**config.mk**
```make
export PLATFORM = sky130hd
export DESIGN_NAME = ready_trap_gen
export DESIGN_NICKNAME = d
export VERILOG_FILES = /design/src/rtl/rtg_pkg.sv /design/src/rtl/rtg_motor_dp.sv /design/src/rtl/rtg_ctrl.sv /design/src/rtl/ready_trap_gen.sv
export SDC_FILE = /design/constraint.sdc
export NUM_CORES = 1
export LEC_CHECK = 0
export BUFFER_PORTS_ARGS = -buffer_cell sky130_fd_sc_hd__buf_2
export CAP_MARGIN = 20
export CORE_AREA = 2 2 39 41
export CTS_CLUSTER_SIZE = 16
export DETAILED_ROUTE_END_ITERATION = 8
export DIE_AREA = 0 0 41 43
export GPL_TIMING_DRIVEN = 0
export PLACE_DENSITY = 0.74
export RECOVER_POWER = 100
export SYNTH_ARGS = -nofsm -noshare
export SYNTH_HDL_FRONTEND = slang
export SYNTH_SLANG_ARGS = --single-unit
```
**constraint.sdc**
```tcl
create_clock -name clk -period 2.6 [get_ports clk]
set_clock_uncertainty 0.15 [all_clocks]
set_input_delay 0.39 -clock clk [delete_from_list [all_inputs] [get_ports clk]]
set_output_delay 0.39 -clock clk [all_outputs]
set_load 0.02 [all_outputs]
```
**src/rtl/rtg_pkg.sv**
```systemverilog
package rtg_pkg;
  typedef struct packed {
    logic restart;
  } rtg_strobe_t;
endpackage

```
**src/rtl/rtg_motor_dp.sv**
```systemverilog
module rtg_motor_dp
  import rtg_pkg::*;
#(
  parameter int MOTOR_CYCLES = 1000
) (
  input  logic        clk,
  input  logic        rst_n,
  input  rtg_strobe_t ctl,
  output logic        motorOn
);
  localparam int CNT_W = $clog2(MOTOR_CYCLES + 1);

  logic [CNT_W-1:0] remain;

  always_ff @(posedge clk) begin
    if (!rst_n)
      remain <= '0;
    else if (ctl.restart)
      remain <= CNT_W'(MOTOR_CYCLES);
    else if (remain != '0)
      remain <= remain - 1'b1;
  end

  assign motorOn = (remain != '0);

  // a trigger loads the full period
  a_r4_load_full: assert property (@(posedge clk) disable iff (!rst_n)
    ctl.restart |=> remain == CNT_W'(MOTOR_CYCLES));

  // without a trigger a running timer counts down by one
  a_r4_count_down: assert property (@(posedge clk) disable iff (!rst_n)
    (motorOn && !ctl.restart) |=> remain == $past(remain) - 1'b1);
endmodule

```
**src/rtl/rtg_ctrl.sv**
```systemverilog
module rtg_ctrl
  import rtg_pkg::*;
#(
  parameter int ADDR_W  = 4,
  parameter int VARIANT = 0
) (
  input  logic              clk,
  input  logic              rst_n,
  input  logic              motorStrobe,
  input  logic              ctrlSel,
  input  logic [ADDR_W-1:0] addrLow,
  input  logic              trapEn,
  input  logic              fdcDrq,
  input  logic              fdcIntrq,
  input  logic              motorOn,
  output rtg_strobe_t       ctl,
  output logic              ready
);
  logic strobeLast;
  logic stall;
  logic idleCtl;

  always_ff @(posedge clk) begin
    if (!rst_n) strobeLast <= 1'b0;
    else        strobeLast <= motorStrobe;
  end

  assign ctl.restart = motorStrobe && !strobeLast;
  assign idleCtl     = !fdcDrq && !fdcIntrq;

  generate
    if (VARIANT == 0) begin : g_basic
      assign stall = ctrlSel && (addrLow[2:0] == 3'b110) && trapEn &&
                     idleCtl && motorOn;
    end else begin : g_revised
      logic trapTerm;
      logic evenAddr;
      assign trapTerm = trapEn && (addrLow[2:1] == 2'b11) && motorOn;
      assign evenAddr = !addrLow[0];
      assign stall    = ctrlSel && evenAddr && idleCtl && trapTerm;
    end
  endgenerate

  assign ready = !stall;

  // a stopped motor never holds the bus
  a_r2_motor_gate: assert property (@(posedge clk) disable iff (!rst_n)
    !motorOn |-> ready);

  // a finished command releases the bus in the same cycle
  a_r3_intrq_release: assert property (@(posedge clk) disable iff (!rst_n)
    fdcIntrq |-> ready);

  // an available byte releases the bus in the same cycle
  a_r3_drq_release: assert property (@(posedge clk) disable iff (!rst_n)
    fdcDrq |-> ready);

  // a strobe held high does not restart the timer
  a_r5_level_no_restart: assert property (@(posedge clk) disable iff (!rst_n)
    (motorStrobe && $past(motorStrobe)) |-> !ctl.restart);
endmodule

```
**src/rtl/ready_trap_gen.sv**
```systemverilog
module ready_trap_gen
  import rtg_pkg::*;
#(
  parameter int ADDR_W       = 4,
  parameter int VARIANT      = 0,
  parameter int MOTOR_CYCLES = 1000
) (
  input  logic              clk,
  input  logic              rst_n,
  input  logic              ctrlSel,
  input  logic [ADDR_W-1:0] addrLow,
  input  logic              trapEn,
  input  logic              fdcDrq,
  input  logic              fdcIntrq,
  input  logic              motorStrobe,
  output logic              ready,
  output logic              motorOn,
  output logic              fdcForceReady,
  output logic              motorSense
);
  rtg_strobe_t ctl;

  rtg_ctrl #(.ADDR_W(ADDR_W), .VARIANT(VARIANT)) uCtrl (
    .clk(clk), .rst_n(rst_n), .motorStrobe(motorStrobe), .ctrlSel(ctrlSel),
    .addrLow(addrLow), .trapEn(trapEn), .fdcDrq(fdcDrq), .fdcIntrq(fdcIntrq),
    .motorOn(motorOn), .ctl(ctl), .ready(ready)
  );

  rtg_motor_dp #(.MOTOR_CYCLES(MOTOR_CYCLES)) uMotor (
    .clk(clk), .rst_n(rst_n), .ctl(ctl), .motorOn(motorOn)
  );

  assign fdcForceReady = motorOn;
  assign motorSense    = motorOn;

  // the motor is off in the first cycle after reset
  a_r7_reset_off: assert property (@(posedge clk)
    !rst_n |=> !motorOn);
endmodule

```
==> impl_results.html <==
<table>
<tr><th>Metric</th><th>Value</th></tr>
<tr><th colspan="2">Routing</th></tr>
<tr><td>Overall routed net length</td><td>1350 um</td></tr>
<tr><td>DRC violations left</td><td>0</td></tr>
<tr><td>Top routing layer in use</td><td>met4</td></tr>
<tr><td>Post-DR wirelength/cell</td><td>12.4 um</td></tr>
<tr><td>Total via count in the routed design</td><td>584</td></tr>
<tr><td>Number of detailed-route iterations in the first pass</td><td>4</td></tr>
<tr><td>Metal-1 WL</td><td>587 um</td></tr>
<tr><td>Routed length on met3</td><td>44 um</td></tr>
<tr><td>Detailed router's first-iteration violation count</td><td>6</td></tr>
<tr><td>Routed Antenna Nets</td><td>0</td></tr>
<tr><td>Vias per inst</td><td>5.36</td></tr>
<tr><td>Total met2 wirelength after detailed routing</td><td>699 um</td></tr>
<tr><th colspan="2">Pwr</th></tr>
<tr><td>VDD IR-drop max</td><td>0.000273 V</td></tr>
<tr><td>Combinational group share of total power</td><td>32.7%</td></tr>
<tr><td>Internal portion of total power</td><td>0.337 mW</td></tr>
<tr><td>Switching portion of total power</td><td>33.4%</td></tr>
<tr><td>Clock network fraction of total power</td><td>24.5%</td></tr>
<tr><td>Reg power frac</td><td>42.9%</td></tr>
<tr><td>Total power density per cell area</td><td>673 nW/um2</td></tr>
<tr><td>Switching power total</td><td>0.169 mW</td></tr>
<tr><td>Cell leakage power</td><td>0.316 nW</td></tr>
<tr><th colspan="2">Hold path</th></tr>
<tr><td>Hold Path Origin</td><td>motorStrobe</td></tr>
<tr><td>Kind of path behind the tightest hold check</td><td>input pin to flip-flop</td></tr>
<tr><th colspan="2">Layout</th></tr>
<tr><td>Syn-to-layout area delta</td><td>28.7%</td></tr>
<tr><td>Sequential standard cell area</td><td>223 um2</td></tr>
<tr><td>Footprint of the multi-input gates</td><td>335 um2</td></tr>
<tr><td>NumNets Final</td><td>106</td></tr>
<tr><td>Layout fillers</td><td>122</td></tr>
<tr><td>Final instance area</td><td>752 um2</td></tr>
<tr><td>Number of diodes added for antenna fixing</td><td>0</td></tr>
<tr><td>Fraction of final layout cells with drive strength greater than 1</td><td>32.3%</td></tr>
<tr><th colspan="2">CTS</th></tr>
<tr><td>Inserted Clock Buffers</td><td>3</td></tr>
<tr><td>CTS sink count</td><td>11</td></tr>
<tr><td>CTS tree</td><td>yes</td></tr>
<tr><td>CTS Hold Buffers Added</td><td>0</td></tr>
<tr><td>Master cell of the clock root buffer</td><td>sky130_fd_sc_hd__clkbuf_4</td></tr>
<tr><td>Buffers from clock root to sink, at most</td><td>2</td></tr>
<tr><td>Later-pin clock latency in the skew report</td><td>0.27 ns</td></tr>
<tr><td>Clock slew at the register clock pins of the worst setup and hold paths</td><td>0.08 ns</td></tr>
<tr><td>Maximum level of the CTS H-tree</td><td>1</td></tr>
<tr><th colspan="2">Critical path</th></tr>
<tr><td>CP peak stage delay</td><td>0.45 ns</td></tr>
<tr><td>Arrival time reported for the critical path endpoint</td><td>1.98 ns</td></tr>
<tr><td>Type of origin of the critical path</td><td>flip-flop</td></tr>
<tr><td>Buffers and inverters on the worst path</td><td>3</td></tr>
<tr><td>Worst setup path start</td><td>uMotor.remain[1]</td></tr>
<tr><td>Maximum fanout encountered on the critical timing path</td><td>6</td></tr>
<tr><td>Start-to-end type of the worst setup path</td><td>flip-flop to output port</td></tr>
<tr><td>Data required time of the critical path</td><td>2.06 ns</td></tr>
<tr><td>Reg-to-reg slack, setup</td><td>0.38 ns</td></tr>
<tr><td>Chain of cells forming the critical path</td><td>inv_1 -&gt; ha_4 -&gt; or4b_4 -&gt; or3_4 -&gt; clkbuf_4 -&gt; buf_4</td></tr>
<tr><td>Critical Path Sink Type</td><td>output port</td></tr>
<tr><td>Origin of the critical flop-to-flop path</td><td>uMotor.remain[1]</td></tr>
<tr><td>Slowest library cell on the worst path</td><td>sky130_fd_sc_hd__or4b_4</td></tr>
<tr><td>Family of cells with the greatest summed delay on the critical path</td><td>simple AND/OR/NAND/NOR gates</td></tr>
<tr><th colspan="2">Synth</th></tr>
<tr><td>Synth Cell Area</td><td>584 um2</td></tr>
<tr><td>Area contributors post-synth</td><td>sky130_fd_sc_hd__dfxtp_1, sky130_fd_sc_hd__nand2_1, sky130_fd_sc_hd__nor2_1</td></tr>
<tr><td>Post-synthesis adder-cell area fraction</td><td>2.14%</td></tr>
<tr><td>Async set or reset register ratio after synthesis</td><td>0%</td></tr>
<tr><td>Main combinational cell family by area after synthesis</td><td>simple AND/OR/NAND/NOR gates</td></tr>
<tr><td>Sequential cell area fraction in the yosys report</td><td>37.7%</td></tr>
<tr><td>Number of register bits inferred by synthesis</td><td>11</td></tr>
<tr><td>Post-synthesis cell type count</td><td>31</td></tr>
<tr><td>Library cell occupying the most area in the post-synthesis netlist</td><td>sky130_fd_sc_hd__dfxtp_1</td></tr>
<tr><td>Fraction of the mapped netlist area in simple logic gates</td><td>33.0%</td></tr>
<tr><td>Area share of the leading cell type in the synthesized netlist</td><td>37.7%</td></tr>
<tr><td>Synthesized Nets</td><td>80</td></tr>
<tr><td>Synth Area in XOR/XNOR</td><td>1.50%</td></tr>
<tr><td>Compound-Gate Fraction of Synth Area</td><td>15.2%</td></tr>
<tr><td>Multiplexer area fraction after synthesis</td><td>3.43%</td></tr>
<tr><td>Top cells by count, synth</td><td>sky130_fd_sc_hd__dfxtp_1, sky130_fd_sc_hd__nand2_1, sky130_fd_sc_hd__nor2_1</td></tr>
<tr><td>Cell with the most instances after synthesis</td><td>sky130_fd_sc_hd__dfxtp_1</td></tr>
<tr><td>Average instance area after synthesis</td><td>8.59 um2</td></tr>
<tr><td>Number of warnings printed during yosys synthesis</td><td>0</td></tr>
<tr><td>Number of enable-type register cells in the synthesized netlist</td><td>0</td></tr>
<tr><td>Syn Inst Count</td><td>68</td></tr>
<tr><td>Primary FF master, synth</td><td>sky130_fd_sc_hd__dfxtp_1</td></tr>
<tr><th colspan="2">Placed design</th></tr>
<tr><td>Final GP Congestion</td><td>0.700</td></tr>
<tr><td>DP HPWL</td><td>874 um</td></tr>
<tr><td>Standard cell area after detailed placement</td><td>669 um2</td></tr>
<tr><td>Number of port buffers</td><td>13</td></tr>
<tr><th colspan="2">Timing</th></tr>
<tr><td>Final setup violation count</td><td>0</td></tr>
<tr><td>Final count of pins violating max slew</td><td>0</td></tr>
<tr><td>RSZ-0062 raised after global routing</td><td>no</td></tr>
<tr><td>Min Clock Period, post-route</td><td>2.52 ns</td></tr>
<tr><td>Period utilisation layout</td><td>97.0%</td></tr>
<tr><td>Sum of negative setup slack</td><td>0 ns</td></tr>
<tr><td>Max Fclk</td><td>396 MHz</td></tr>
<tr><td>Worst Max-Slew Pin Slew</td><td>0.554 ns</td></tr>
<tr><td>Worst slew margin relative to its limit</td><td>62.5%</td></tr>
<tr><td>Final hold violation count</td><td>0</td></tr>
<tr><th colspan="2">Die</th></tr>
<tr><td>Total Die Area</td><td>1760 um2</td></tr>
<tr><td>Num ports</td><td>15</td></tr>
<tr><td>Core region area</td><td>1380 um2</td></tr>
<tr><td>Initial core utilization</td><td>42.2%</td></tr>
<tr><td>Y dimension of the die</td><td>43 um</td></tr>
<tr><td>Die extent in x</td><td>41 um</td></tr>
<tr><td>Num rows</td><td>14</td></tr>
<tr><th colspan="2">GRT</th></tr>
<tr><td>Total congestion overflow</td><td>0</td></tr>
<tr><td>Maximum number of pins on one net before global-route repair</td><td>12</td></tr>
<tr><td>Via count of the first global-routing pass</td><td>528</td></tr>
<tr><td>Global-route wire length before repair</td><td>2030 um</td></tr>
<tr><td>Global-route usage over all layers</td><td>16.9%</td></tr>
<tr><td>Initial antenna violation count</td><td>0</td></tr>
<tr><th colspan="2">Flow run</th></tr>
<tr><td>Number of violations of the max-capacitance limit</td><td>0</td></tr>
<tr><th colspan="2">Status</th></tr>
<tr><td>Status</td><td>finished, final reports clean</td></tr>
</table>
==> stage by stage <==
step	util (%)	worst slack, ns	total power [mW]	cells	hold slack, ns
2_1_floorplan	-	0.315	0.324	68	0.325
3_3_place_gp	48.4	0.150	0.352	97	0.348
3_5_place_dp	48.4	0.127	0.359	97	0.360
4_1_cts	51.4	0.0266	0.487	103	0.203
5_1_grt	54.3	0.00787	0.538	109	0.212
6_report	54.3	0.0777	0.506	109	0.195
==> power groups by stage <==
stage / combinational, mW / clock [mW] / sequential (mW)
after floorplan: 0.111 / 0 / 0.213
after global placement: 0.135 / 0 / 0.217
after detailed placement: 0.140 / 0 / 0.219
after CTS: 0.146 / 0.125 / 0.216
after global routing: 0.184 / 0.134 / 0.221
final: 0.165 / 0.124 / 0.217
==> placed cells by master, fill, tap and decap left out, types with 2 or more instances in the layout <==
cell type                  count
sky130_fd_sc_hd__nor3_1        3
sky130_fd_sc_hd__mux2i_1       2
sky130_fd_sc_hd__clkbuf_4      5
sky130_fd_sc_hd__buf_4         6
sky130_fd_sc_hd__nor2b_1       2
sky130_fd_sc_hd__nor2_1        7
sky130_fd_sc_hd__nand2_1       7
sky130_fd_sc_hd__clkbuf_2      2
sky130_fd_sc_hd__buf_2         8
sky130_fd_sc_hd__dfxtp_2       2
sky130_fd_sc_hd__a21oi_1       4
sky130_fd_sc_hd__inv_1         3
sky130_fd_sc_hd__or2b_1        2
sky130_fd_sc_hd__dfxtp_1       9
sky130_fd_sc_hd__o31ai_1       2
sky130_fd_sc_hd__a31oi_1       3
sky130_fd_sc_hd__clkbuf_1      7
==> routing by layer <==
metal  global-route usage, %  up-vias
met4                    10.0        0
met3                    3.14        2
met1                    19.7      276
met5                       0        -
met2                    26.9       15
li1                        -      291
==> repair_timing <==
| action | in CTS | in global routing |
|---|---|---|
| setup buffers | 3 | 6 |
| gates resized for setup | 3 | 3 |
| pin swaps | 2 | 2 |
| endpoints found under the setup margin | 4 | 3 |
| endpoints found under the hold margin | 0 | 0 |
==> state kept, by name, summed over array words and instances, names as in the netlist <==
signal and cells:
uCtrl.strobeLast 1, uMotor.remain 10
==> final timing paths <==
kind / cells past startpoint / end
worst min-delay path: 2 / uCtrl.strobeLast
worst min register to register: 2 / uMotor.remain[4]
worst max-delay path: 6 / motorOn
worst max register to register: 8 / uMotor.remain[5]
==> kinds of logic after synthesis <==
logic type,Yosys count
and+or+nand+nor,33
AOI/OAI and AO/OA,13
DFF,11
buffers and inverters,7
muxes,2
xor gates and xnor gates,1
adders and majority gates,1
==> final cells by class <==
| type | instances | area share [%] |
|---|---|---|
| Multi-Input combinational cell | 50 | 44.6 |
| Sequential cell | 11 | 29.6 |
| Timing Repair Buffer | 22 | 15.6 |
| Clock buffer | 4 | 3.49 |
| Tap cell | 16 | 2.66 |
| Buffer | 2 | 2.00 |
| Inverter | 4 | 2.00 |
No activity file was read; power rests on OpenSTA's default activity.
